<file path="config.mk">
export PLATFORM = sky130hd
export DESIGN_NAME = pix_pack_mapper
export DESIGN_NICKNAME = d
export VERILOG_FILES = /design/src/rtl/ppm_pkg.sv /design/src/rtl/ppm_addr_map.sv /design/src/rtl/ppm_wr_pack.sv /design/src/rtl/ppm_rd_unpack.sv /design/src/rtl/pix_pack_mapper.sv
export SDC_FILE = /design/constraint.sdc
export NUM_CORES = 1
export LEC_CHECK = 0
export ABC_AREA = 1
export BUFFER_PORTS_ARGS = -buffer_cell sky130_fd_sc_hd__buf_2
export CAP_MARGIN = 30
export CORE_MARGIN = 1.5
export CORE_UTILIZATION = 57
export DETAILED_ROUTE_END_ITERATION = 7
export GPL_ROUTABILITY_DRIVEN = 0
export HOLD_SLACK_MARGIN = 0.05
export PLACE_DENSITY_LB_ADDON = 0.1
export SYNTH_ARGS = -nofsm -noshare
export SYNTH_HDL_FRONTEND = slang
export SYNTH_SLANG_ARGS = --single-unit
</file>
<file path="constraint.sdc">
create_clock -name clk -period 4.5 [get_ports clk]
set_input_delay 0.9 -clock clk [delete_from_list [all_inputs] [get_ports clk]]
set_output_delay 0.9 -clock clk [all_outputs]
set_load 0.005 [all_outputs]
</file>
<file path="src/rtl/ppm_pkg.sv">
// Shared types for the packed image-buffer address mapper.
// Assumes the layout code is a 2-bit value carried on the configuration port.
package ppm_pkg;
    typedef enum logic [1:0] {
        LAY_SEP  = 2'd0,  // one image per bank, one pixel per word
        LAY_LANE = 2'd1,  // four images share a word, one lane each
        LAY_QUAD = 2'd2,  // one image per bank, four pixels per word
        LAY_PAIR = 2'd3   // two images per bank, two pixels each per word
    } layout_e;
endpackage

</file>
<file path="src/rtl/ppm_addr_map.sv">
// Combinational translation of (layout, image, pixel index) into bank,
// word address and byte lane. Assumes four byte lanes per word.
module ppm_addr_map
    import ppm_pkg::*;
#(
    parameter int IMG_W  = 3,
    parameter int BANK_W = 3,
    parameter int IDX_W  = 17,
    parameter int ADDR_W = 19,
    parameter int LANE_W = 2
) (
    input  layout_e           lay,
    input  logic [IMG_W-1:0]  img,
    input  logic [IDX_W-1:0]  idx,
    output logic [BANK_W-1:0] bank,
    output logic [ADDR_W-1:0] addr,
    output logic [LANE_W-1:0] lane
);
    // Select the placement rule of the active layout.
    always_comb begin
        unique case (lay)
            LAY_SEP: begin
                bank = BANK_W'(img);
                addr = ADDR_W'(idx);
                lane = '0;
            end
            LAY_LANE: begin
                bank = BANK_W'(img >> 2);
                addr = ADDR_W'(idx);
                lane = LANE_W'(img[1:0]);
            end
            LAY_QUAD: begin
                bank = BANK_W'(img);
                addr = ADDR_W'(idx >> 2);
                lane = LANE_W'(idx[1:0]);
            end
            default: begin
                bank = BANK_W'(img >> 1);
                addr = ADDR_W'(idx >> 1);
                lane = LANE_W'({img[0], idx[0]});
            end
        endcase
    end
endmodule

</file>
<file path="src/rtl/ppm_wr_pack.sv">
// Gathers pixels into a word and issues one masked word write when the
// word is complete or the frame ends. Assumes the caller marks the last
// pixel of each word group and of each frame.
module ppm_wr_pack #(
    parameter int PIX_W  = 8,
    parameter int WORD_W = 32,
    parameter int BANK_W = 3,
    parameter int ADDR_W = 19,
    parameter int LANES  = WORD_W / PIX_W,
    parameter int LANE_W = $clog2(LANES)
) (
    input  logic              clk,
    input  logic              rst_n,
    input  logic              pix_valid,
    input  logic [PIX_W-1:0]  pix_data,
    input  logic              pix_last,
    input  logic              grp_end,
    input  logic [LANE_W-1:0] lane,
    input  logic [BANK_W-1:0] bank,
    input  logic [ADDR_W-1:0] addr,
    output logic              wq_valid,
    output logic [BANK_W-1:0] wq_bank,
    output logic [ADDR_W-1:0] wq_addr,
    output logic [LANES-1:0]  wq_be,
    output logic [WORD_W-1:0] wq_data
);
    logic [WORD_W-1:0] acc_data, mrg_data;
    logic [LANES-1:0]  acc_be, mrg_be;

    // Merge the incoming pixel into the partial word.
    always_comb begin
        mrg_data = acc_data | ({{(WORD_W-PIX_W){1'b0}}, pix_data} << (32'(lane) * PIX_W));
        mrg_be   = acc_be | (LANES'(1) << lane);
    end

    // Hold the partial word and issue it when full or at frame end.
    always_ff @(posedge clk) begin
        if (!rst_n) begin
            acc_data <= '0;
            acc_be   <= '0;
            wq_valid <= 1'b0;
            wq_bank  <= '0;
            wq_addr  <= '0;
            wq_be    <= '0;
            wq_data  <= '0;
        end else begin
            wq_valid <= 1'b0;
            if (pix_valid) begin
                if (grp_end || pix_last) begin
                    wq_valid <= 1'b1;
                    wq_bank  <= bank;
                    wq_addr  <= addr;
                    wq_be    <= mrg_be;
                    wq_data  <= mrg_data;
                    acc_data <= '0;
                    acc_be   <= '0;
                end else begin
                    acc_data <= mrg_data;
                    acc_be   <= mrg_be;
                end
            end
        end
    end
endmodule

</file>
<file path="src/rtl/ppm_rd_unpack.sv">
// Issues a word read for a pixel request and selects the pixel's byte
// from the returned word. Assumes memory data arrives one cycle after
// the read is issued.
module ppm_rd_unpack #(
    parameter int PIX_W  = 8,
    parameter int WORD_W = 32,
    parameter int BANK_W = 3,
    parameter int ADDR_W = 19,
    parameter int LANE_W = 2
) (
    input  logic              clk,
    input  logic              rst_n,
    input  logic              req_valid,
    input  logic [BANK_W-1:0] bank,
    input  logic [ADDR_W-1:0] addr,
    input  logic [LANE_W-1:0] lane,
    input  logic [WORD_W-1:0] rdata,
    output logic              rq_valid,
    output logic [BANK_W-1:0] rq_bank,
    output logic [ADDR_W-1:0] rq_addr,
    output logic              pix_valid,
    output logic [PIX_W-1:0]  pix
);
    logic [LANE_W-1:0] lane_iss, lane_rsp;
    logic              rsp_pend;

    // Register the read issue and track the lane until data returns.
    always_ff @(posedge clk) begin
        if (!rst_n) begin
            rq_valid <= 1'b0;
            rq_bank  <= '0;
            rq_addr  <= '0;
            lane_iss <= '0;
            lane_rsp <= '0;
            rsp_pend <= 1'b0;
        end else begin
            rq_valid <= req_valid;
            if (req_valid) begin
                rq_bank  <= bank;
                rq_addr  <= addr;
                lane_iss <= lane;
            end
            rsp_pend <= rq_valid;
            lane_rsp <= lane_iss;
        end
    end

    // Pick the pixel out of the returned word.
    always_comb begin
        pix_valid = rsp_pend;
        pix       = rdata[32'(lane_rsp) * PIX_W +: PIX_W];
    end
endmodule

</file>
<file path="src/rtl/pix_pack_mapper.sv">
// Top of the packed image-buffer mapper: holds the layout, tracks the
// write frame, maps write and read pixels, and counts busy bus cycles.
// Assumes one image per write frame and a one-cycle memory read latency.
module pix_pack_mapper
    import ppm_pkg::*;
#(
    parameter int NUM_IMG   = 5,
    parameter int NUM_BANKS = 5,
    parameter int PIX_W     = 8,
    parameter int WORD_W    = 32,
    parameter int IDX_W     = 17,
    parameter int ADDR_W    = 19,
    parameter int CNT_W     = 32,
    localparam int IMG_W    = $clog2(NUM_IMG),
    localparam int BANK_W   = $clog2(NUM_BANKS),
    localparam int LANES    = WORD_W / PIX_W,
    localparam int LANE_W   = $clog2(LANES)
) (
    input  logic              clk,
    input  logic              rst_n,
    input  logic              cfg_we,
    input  logic [1:0]        cfg_layout,
    output logic              cfg_err,
    input  logic              wr_valid,
    input  logic [IMG_W-1:0]  wr_img,
    input  logic [PIX_W-1:0]  wr_pix,
    input  logic              wr_last,
    output logic              wq_valid,
    output logic [BANK_W-1:0] wq_bank,
    output logic [ADDR_W-1:0] wq_addr,
    output logic [LANES-1:0]  wq_be,
    output logic [WORD_W-1:0] wq_data,
    input  logic              rd_valid,
    input  logic [IMG_W-1:0]  rd_img,
    input  logic [IDX_W-1:0]  rd_idx,
    output logic              rq_valid,
    output logic [BANK_W-1:0] rq_bank,
    output logic [ADDR_W-1:0] rq_addr,
    input  logic [WORD_W-1:0] rq_rdata,
    output logic              rd_pix_valid,
    output logic [PIX_W-1:0]  rd_pix,
    output logic [CNT_W-1:0]  bus_cycles
);
    layout_e           layout_q;
    logic              in_frame;
    logic [IDX_W-1:0]  pix_idx;
    logic [IMG_W-1:0]  img_q, cur_img;
    logic              grp_end;
    logic [BANK_W-1:0] w_bank, r_bank;
    logic [ADDR_W-1:0] w_addr, r_addr;
    logic [LANE_W-1:0] w_lane, r_lane;

    // Image of the current pixel: live on a frame's first pixel, held after.
    assign cur_img = in_frame ? img_q : wr_img;

    // Decide whether the current pixel fills the last lane of its word.
    always_comb begin
        unique case (layout_q)
            LAY_QUAD: grp_end = (pix_idx[1:0] == 2'd3);
            LAY_PAIR: grp_end = pix_idx[0];
            default:  grp_end = 1'b1;
        endcase
    end

    // Accept layout changes only when idle; flag refused requests.
    always_ff @(posedge clk) begin
        if (!rst_n) begin
            layout_q <= LAY_SEP;
            cfg_err  <= 1'b0;
        end else if (cfg_we) begin
            if (in_frame || wr_valid) cfg_err <= 1'b1;
            else                      layout_q <= layout_e'(cfg_layout);
        end
    end

    // Track frame progress, pixel index and the frame's image.
    always_ff @(posedge clk) begin
        if (!rst_n) begin
            in_frame <= 1'b0;
            pix_idx  <= '0;
            img_q    <= '0;
        end else if (wr_valid) begin
            if (wr_last) begin
                in_frame <= 1'b0;
                pix_idx  <= '0;
            end else begin
                in_frame <= 1'b1;
                pix_idx  <= pix_idx + IDX_W'(1);
                img_q    <= cur_img;
            end
        end
    end

    // Count cycles in which either bus port is active.
    always_ff @(posedge clk) begin
        if (!rst_n)                   bus_cycles <= '0;
        else if (wq_valid || rq_valid) bus_cycles <= bus_cycles + CNT_W'(1);
    end

    ppm_addr_map #(.IMG_W(IMG_W), .BANK_W(BANK_W), .IDX_W(IDX_W),
                   .ADDR_W(ADDR_W), .LANE_W(LANE_W)) u_wmap (
        .lay(layout_q), .img(cur_img), .idx(pix_idx),
        .bank(w_bank), .addr(w_addr), .lane(w_lane)
    );

    ppm_addr_map #(.IMG_W(IMG_W), .BANK_W(BANK_W), .IDX_W(IDX_W),
                   .ADDR_W(ADDR_W), .LANE_W(LANE_W)) u_rmap (
        .lay(layout_q), .img(rd_img), .idx(rd_idx),
        .bank(r_bank), .addr(r_addr), .lane(r_lane)
    );

    ppm_wr_pack #(.PIX_W(PIX_W), .WORD_W(WORD_W), .BANK_W(BANK_W),
                  .ADDR_W(ADDR_W), .LANES(LANES), .LANE_W(LANE_W)) u_wpack (
        .clk(clk), .rst_n(rst_n),
        .pix_valid(wr_valid), .pix_data(wr_pix), .pix_last(wr_last),
        .grp_end(grp_end), .lane(w_lane), .bank(w_bank), .addr(w_addr),
        .wq_valid(wq_valid), .wq_bank(wq_bank), .wq_addr(wq_addr),
        .wq_be(wq_be), .wq_data(wq_data)
    );

    ppm_rd_unpack #(.PIX_W(PIX_W), .WORD_W(WORD_W), .BANK_W(BANK_W),
                    .ADDR_W(ADDR_W), .LANE_W(LANE_W)) u_rpack (
        .clk(clk), .rst_n(rst_n),
        .req_valid(rd_valid), .bank(r_bank), .addr(r_addr), .lane(r_lane),
        .rdata(rq_rdata),
        .rq_valid(rq_valid), .rq_bank(rq_bank), .rq_addr(rq_addr),
        .pix_valid(rd_pix_valid), .pix(rd_pix)
    );
endmodule

</file>
==> qor.txt, run 1 <==
status -> finished, final reports clean
ys flop type -> dfxtp_1
Pre-Repair DR Iteration Count -> 6
cell area after synthesis -> 7960 um2
ant diodes -> 0
Worst VDD drop -> 0.341 mV
Reg-to-Reg Start -> layout_q[1]
clock network power share -> 42.5%
Initial Util -> 59.2%
Rel. slew slack -> 36.9%
minimum clock period -> 2870 ps
setup TNS -> 0 ps
Critical Path Fanout Max -> 30
Die Wd -> 121 um
Clock Latency Late Sink -> 420 ps
Port Buffers -> 190
Hold Crit Class -> flip-flop to flip-flop
unrepaired setup endpoints after global routing -> false
Area Overhead vs Synth -> 19.1%
Setup Skew -> 7.62 ps
post-DR vias/cell -> 5.53
max cap viols -> 0
register area share after synthesis -> 44.0%
Vias -> 8,249
die height -> 121 um
post-synthesis compound-gate area fraction -> 18.3%
Syn Area/Cell -> 6.94 um2
root buffer cell -> clkbuf_16
gr ovfl total -> 0
H-tree depth -> 4
Synth Area in Simple Gates -> 27.8%
core area -> 13,500 um2
vias in the first global route -> 7,389
cts hold-fix bufs -> 0
Finish-stage setup viols -> 0
Int Pwr -> 2.52 mW
synthesized instance count -> 1,147
sw frac -> 24.4%
Clock transition at path regs -> 60 ps
number of synthesized flops with an enable pin -> 0
share of cells above drive strength 1 -> 17.9%
Worst Tran Pin Value -> 942 ps
initial antenna violation count -> 0
nets -> 1,376
commonest non-fill, non-tap cell in the layout -> nand2_1
Reg power frac -> 48.6%
leakage -> 4.22 nW
Hold Vio Cnt, Final -> 0
most frequent cells in the layout -> 231 x nand2_1, 189 x buf_2, 175 x dfxtp_1
Psw -> 0.812 mW
combinational power share -> 8.9%
largest family of logic cells by synthesized area -> simple AND/OR/NAND/NOR gates
hold_ws -> 441 ps
Warnings, synthesis -> 0
largest net degree at the start of global routing -> 79
# DRC -> 0
Final period util -> 63.8%
Fmax achieved -> 349 MHz
critical path arrival -> 3230 ps
final antenna-violating net count -> 0
Routed Wire Length -> 21,100 um
row count -> 42
FF-to-FF End -> u_wpack.wq_data[14]
Iter 0 DRT Violations -> 651
CP Class -> flip-flop to flip-flop
ys async rst share -> 0%
synthesized-area fraction occupied by xor and xnor cells -> 0.220%
adder-cell area share of the yosys netlist -> 0.314%
Critical Path Start -> layout_q[1]
Setup Fix Bufs, Post-CTS -> 0
Sink Count -> 175
global-route wire length before repair -> 34,500 um
Hold Crit Depth -> 2
mux cell area share after synthesis -> 0%
# IOs -> 195
die footprint -> 14,700 um2
CP required -> 4860 ps
GRT Overall Usage -> 28.9%
CTS tree -> yes
DP HPWL -> 14,500 um
Critical Path Sink Type -> flip-flop
post-synthesis register bit count -> 175
power density cells -> 352 nW/um2
CP startpoint kind -> flip-flop
Longest Clk Path Bufs -> 2
Slew Viols, Final -> 0
CTS buffer count -> 17
reg2reg setup slack -> 1630 ps
CTS resizes -> 0
DR WL/cell -> 14.2 um
crit path to -> u_wpack.wq_data[14]
Register-to-Register Path Depth -> 7
synth unique cells -> 36
==> final cells by class <==
| type | instances | area (um2) |
|---|---|---|
| Timing Repair Buffer | 195 | 991 |
| Inverter | 126 | 473 |
| Tap cell | 176 | 220 |
| Clock buffer | 20 | 447 |
| Clock inverter | 11 | 118 |
| Multi-Input combinational cell | 788 | 3730 |
| Sequential cell | 175 | 3500 |
| Fill cell | 1214 | 3970 |
==> cell usage after synthesis (2+ instances only) <==
master / number / area, um2
nand2_1: 232 / 871
dfxtp_1: 175 / 3500
nor2_1: 125 / 469
inv_1: 121 / 454
nand3_1: 102 / 510
a21oi_1: 98 / 490
o21ai_0: 85 / 425
clkbuf_1: 27 / 101
o22ai_1: 20 / 125
a221oi_1: 18 / 158
and2_1: 18 / 113
nor3_1: 18 / 90.1
o21ai_1: 17 / 85.1
nand4_1: 16 / 100
buf_1: 14 / 52.6
buf_2: 14 / 70.1
o211ai_1: 9 / 67.6
buf_4: 6 / 45.0
inv_2: 4 / 15.0
a211oi_1: 3 / 22.5
a31oi_1: 3 / 18.8
a22oi_1: 2 / 15.0
a31o_2: 2 / 17.5
ha_1: 2 / 25.0
nor2_2: 2 / 12.5
nor3b_1: 2 / 15.0
o31ai_1: 2 / 15.0
xor2_1: 2 / 17.5
==> cells by family (layout without fill, tap and decap cells) <==
logic type / Yosys count / in the layout
and+or+nand+nor: 519 / 519
DFF: 175 / 175
xor gates and xnor gates: 2 / 2
adders and majority gates: 2 / 2
buffers and inverters: 187 / 352
AOI/OAI and AO/OA: 261 / 261
other: 1 / 4
==> power by group through the flow <==
stage / Clock (mW) / Sequential [mW] / Combinational [mW]
5_1_grt: 1.49 / 1.62 / 0.335
3_5_place_dp: 0 / 1.65 / 0.295
3_3_place_gp: 0 / 1.65 / 0.292
6_report: 1.42 / 1.62 / 0.298
4_1_cts: 1.43 / 1.62 / 0.297
2_1_floorplan: 0 / 1.65 / 0.181
==> worst min-delay path by stage <==
| stage | startpoint | to | slack (ps) |
|---|---|---|---|
| after global routing | cfg_err | cfg_err | 460 |
| after global placement | u_rpack.lane_iss[0] | u_rpack.lane_rsp[0] | 420 |
| final | u_rpack.lane_iss[0] | u_rpack.lane_rsp[0] | 440 |
| after detailed placement | u_rpack.lane_iss[0] | u_rpack.lane_rsp[0] | 430 |
| after floorplan | u_rpack.lane_iss[1] | u_rpack.lane_rsp[1] | 400 |
| after CTS | u_rpack.lane_iss[0] | u_rpack.lane_rsp[0] | 440 |
==> registers in the layout, summed over array words and instances, names as in the netlist, 3 cells and up <==
signal            count
u_rpack.rq_addr      17
u_wpack.acc_data     32
bus_cycles           32
u_wpack.wq_be         4
u_wpack.acc_be        4
pix_idx              17
img_q                 3
u_wpack.wq_data      32
u_wpack.wq_addr      17
u_wpack.wq_bank       3
u_rpack.rq_bank       3
==> stage by stage <==
stage               util, %  instance area, um2  setup WS (ps)  power [mW]  std cells
floorplan                 -                7970           2470        1.83       1150
global placement       66.3                8910           1510        1.94       1460
detailed placement     66.3                8910           1480        1.95       1460
CTS                    70.5                9480           1630        3.34       1491
global route           70.5                9480           1300        3.45       1491
finish                 70.5                9480           1630        3.33       1491
==> routing by layer <==
| metal | GRT usage [%] | routed length, um |
|---|---|---|
| met4 | 10.6 | 493 |
| met2 | 46.8 | 9780 |
| met3 | 5.40 | 1360 |
| met1 | 38.4 | 9490 |
| met5 | 0 | 0 |
==> worst max-delay path, stage by stage (launching register included) <==
cell      delay, ps
dfxtp_1         530
buf_4           240
nand2_1         280
o211ai_1        340
nand2_1         560
inv_2           650
nand2_1         120
nand2_1          80
(Power assumes the default switching activity.)
==> inputs of run 2 (changes only) <==
- CORE_UTILIZATION: 57 -> 48
- clock period: 4.5 -> 2.6 ns (I/O delays scaled with it)
==> qor.txt, run 2 (synthesis results as in run 1) <==
CTS tree -> yes
Setup Fix Bufs, Post-CTS -> 0
minimum clock period -> 2160 ps
gr ovfl total -> 0
Critical Path Fanout Max -> 17
Finish-stage setup viols -> 0
H-tree depth -> 4
Worst Tran Pin Value -> 628 ps
share of cells above drive strength 1 -> 18.7%
hold_ws -> 369 ps
vias in the first global route -> 7,388
die footprint -> 17,400 um2
sw frac -> 23.5%
core area -> 16,100 um2
Setup Skew -> 10.7 ps
root buffer cell -> clkbuf_16
Hold Vio Cnt, Final -> 0
CTS buffer count -> 17
Final period util -> 83.0%
nets -> 1,390
critical path arrival -> 1640 ps
Port Buffers -> 190
# IOs -> 195
Critical Path Sink Type -> primary output
post-DR vias/cell -> 5.25
CTS resizes -> 0
cts hold-fix bufs -> 0
clock network power share -> 45.4%
Fmax achieved -> 463 MHz
status -> finished, final reports clean
leakage -> 4.31 nW
Pre-Repair DR Iteration Count -> 6
row count -> 46
Clock transition at path regs -> 60 ps
GRT Overall Usage -> 25.4%
Max stage delay on crit path -> 310 ps
multi-input logic area -> 3730 um2
CP startpoint kind -> flip-flop
Clock Latency Late Sink -> 430 ps
Hold Crit Depth -> 3
CP Class -> flip-flop to primary output
largest net degree at the start of global routing -> 47
Slew Viols, Final -> 0
Reg power frac -> 45.7%
Die Wd -> 132 um
CP required -> 2080 ps
Sink Count -> 175
# DRC -> 0
initial antenna violation count -> 2
CP Cell Sequence -> buf_4 > inv_1 > o21ai_0 > o22ai_1 > buf_2
combinational power share -> 8.9%
Rel. slew slack -> 58.1%
largest registers -> bus_cycles: 32 flops, u_wpack.acc_data: 32 flops, u_wpack.wq_data: 32 flops
CP max-delay cell -> inv_1
max cap viols -> 0
Area Overhead vs Synth -> 22.0%
Iter 0 DRT Violations -> 590
DR WL/cell -> 14.2 um
DP HPWL -> 15,300 um
layout filler cell count -> 1,531
Worst VDD drop -> 0.517 mV
global-route wire length before repair -> 36,400 um
Longest Clk Path Bufs -> 2
commonest non-fill, non-tap cell in the layout -> nand2_1
Hold Crit Class -> input port to flip-flop
die height -> 132 um
most frequent cells in the layout -> 231 x nand2_1, 189 x buf_2, 175 x dfxtp_1
final antenna-violating net count -> 0
Vias -> 8,123
power density cells -> 630 nW/um2
Routed Wire Length -> 21,900 um
Register-to-Register Path Depth -> 8
unrepaired setup endpoints after global routing -> false
setup TNS -> 0 ps
register area -> 3500 um2
Initial Util -> 49.6%
Int Pwr -> 4.68 mW
Psw -> 1.44 mW
[run 2: cell types whose count changed in the layout (fill, tap and decap cells not counted), sizes merged]
cell,delta
buf,+14
bufinv,+3
clkbuf,+1
clkinv,-4
clkinvlp,+1
diode,+2
[run 2: final timing paths]
check	slack (ps)	from	end
setup reg to reg	580	layout_q[0]	u_wpack.acc_data[1]
hold / removal	370	rd_idx[7]	u_rpack.rq_addr[5]
setup / recovery	440	u_rpack.lane_rsp[0]	rd_pix[6]
hold reg to reg	430	u_rpack.lane_iss[1]	u_rpack.lane_rsp[1]
[run 2: layer usage]
layer  share of wire, %  vias to the layer above  GRT usage (%)
li1                   -                     4135              -
met1                 47                     3694           34.6
met2                 45                      259           40.4
met3                5.5                       35           3.73
met4                2.3                        0           10.6
met5                  0                        -              0
[run 2: stage by stage]
| stage | area, um2 | util [%] | cells | setup slack [ps] | total power, mW |
|---|---|---|---|---|---|
| 2_1_floorplan | 7970 | - | 1150 | 1070 | 3.17 |
| 3_3_place_gp | 9070 | 56.5 | 1514 | 585 | 3.39 |
| 3_5_place_dp | 9070 | 56.5 | 1514 | 614 | 3.40 |
| 4_1_cts | 9710 | 60.5 | 1546 | 419 | 6.16 |
| 5_1_grt | 9710 | 60.5 | 1548 | 293 | 6.35 |
| 6_report | 9710 | 60.5 | 1548 | 442 | 6.12 |
[run 2: worst max-delay path: cells and delay by family (launching register included)]
kind | cells | cell delay (ps)
AOI/OAI and AO/OA | 2 | 300
buffers and inverters | 3 | 630
DFF | 1 | 300
[run 2: cell type report]
class                           count  area share [%]
Antenna cell                        2          0.0515
Clock buffer                       21            4.64
Clock inverter                     11            1.93
Inverter                          126            4.87
Multi-Input combinational cell    788            38.4
Sequential cell                   175            36.1
Tap cell                          216            2.78
Timing Repair Buffer              209            11.3
[run 2: power groups by stage]
stage,clock (mW),combinational [mW],sequential [mW]
2_1_floorplan,0,0.314,2.85
3_3_place_gp,0,0.536,2.86
3_5_place_dp,0,0.541,2.86
4_1_cts,2.82,0.543,2.80
5_1_grt,2.94,0.608,2.80
6_report,2.78,0.544,2.80
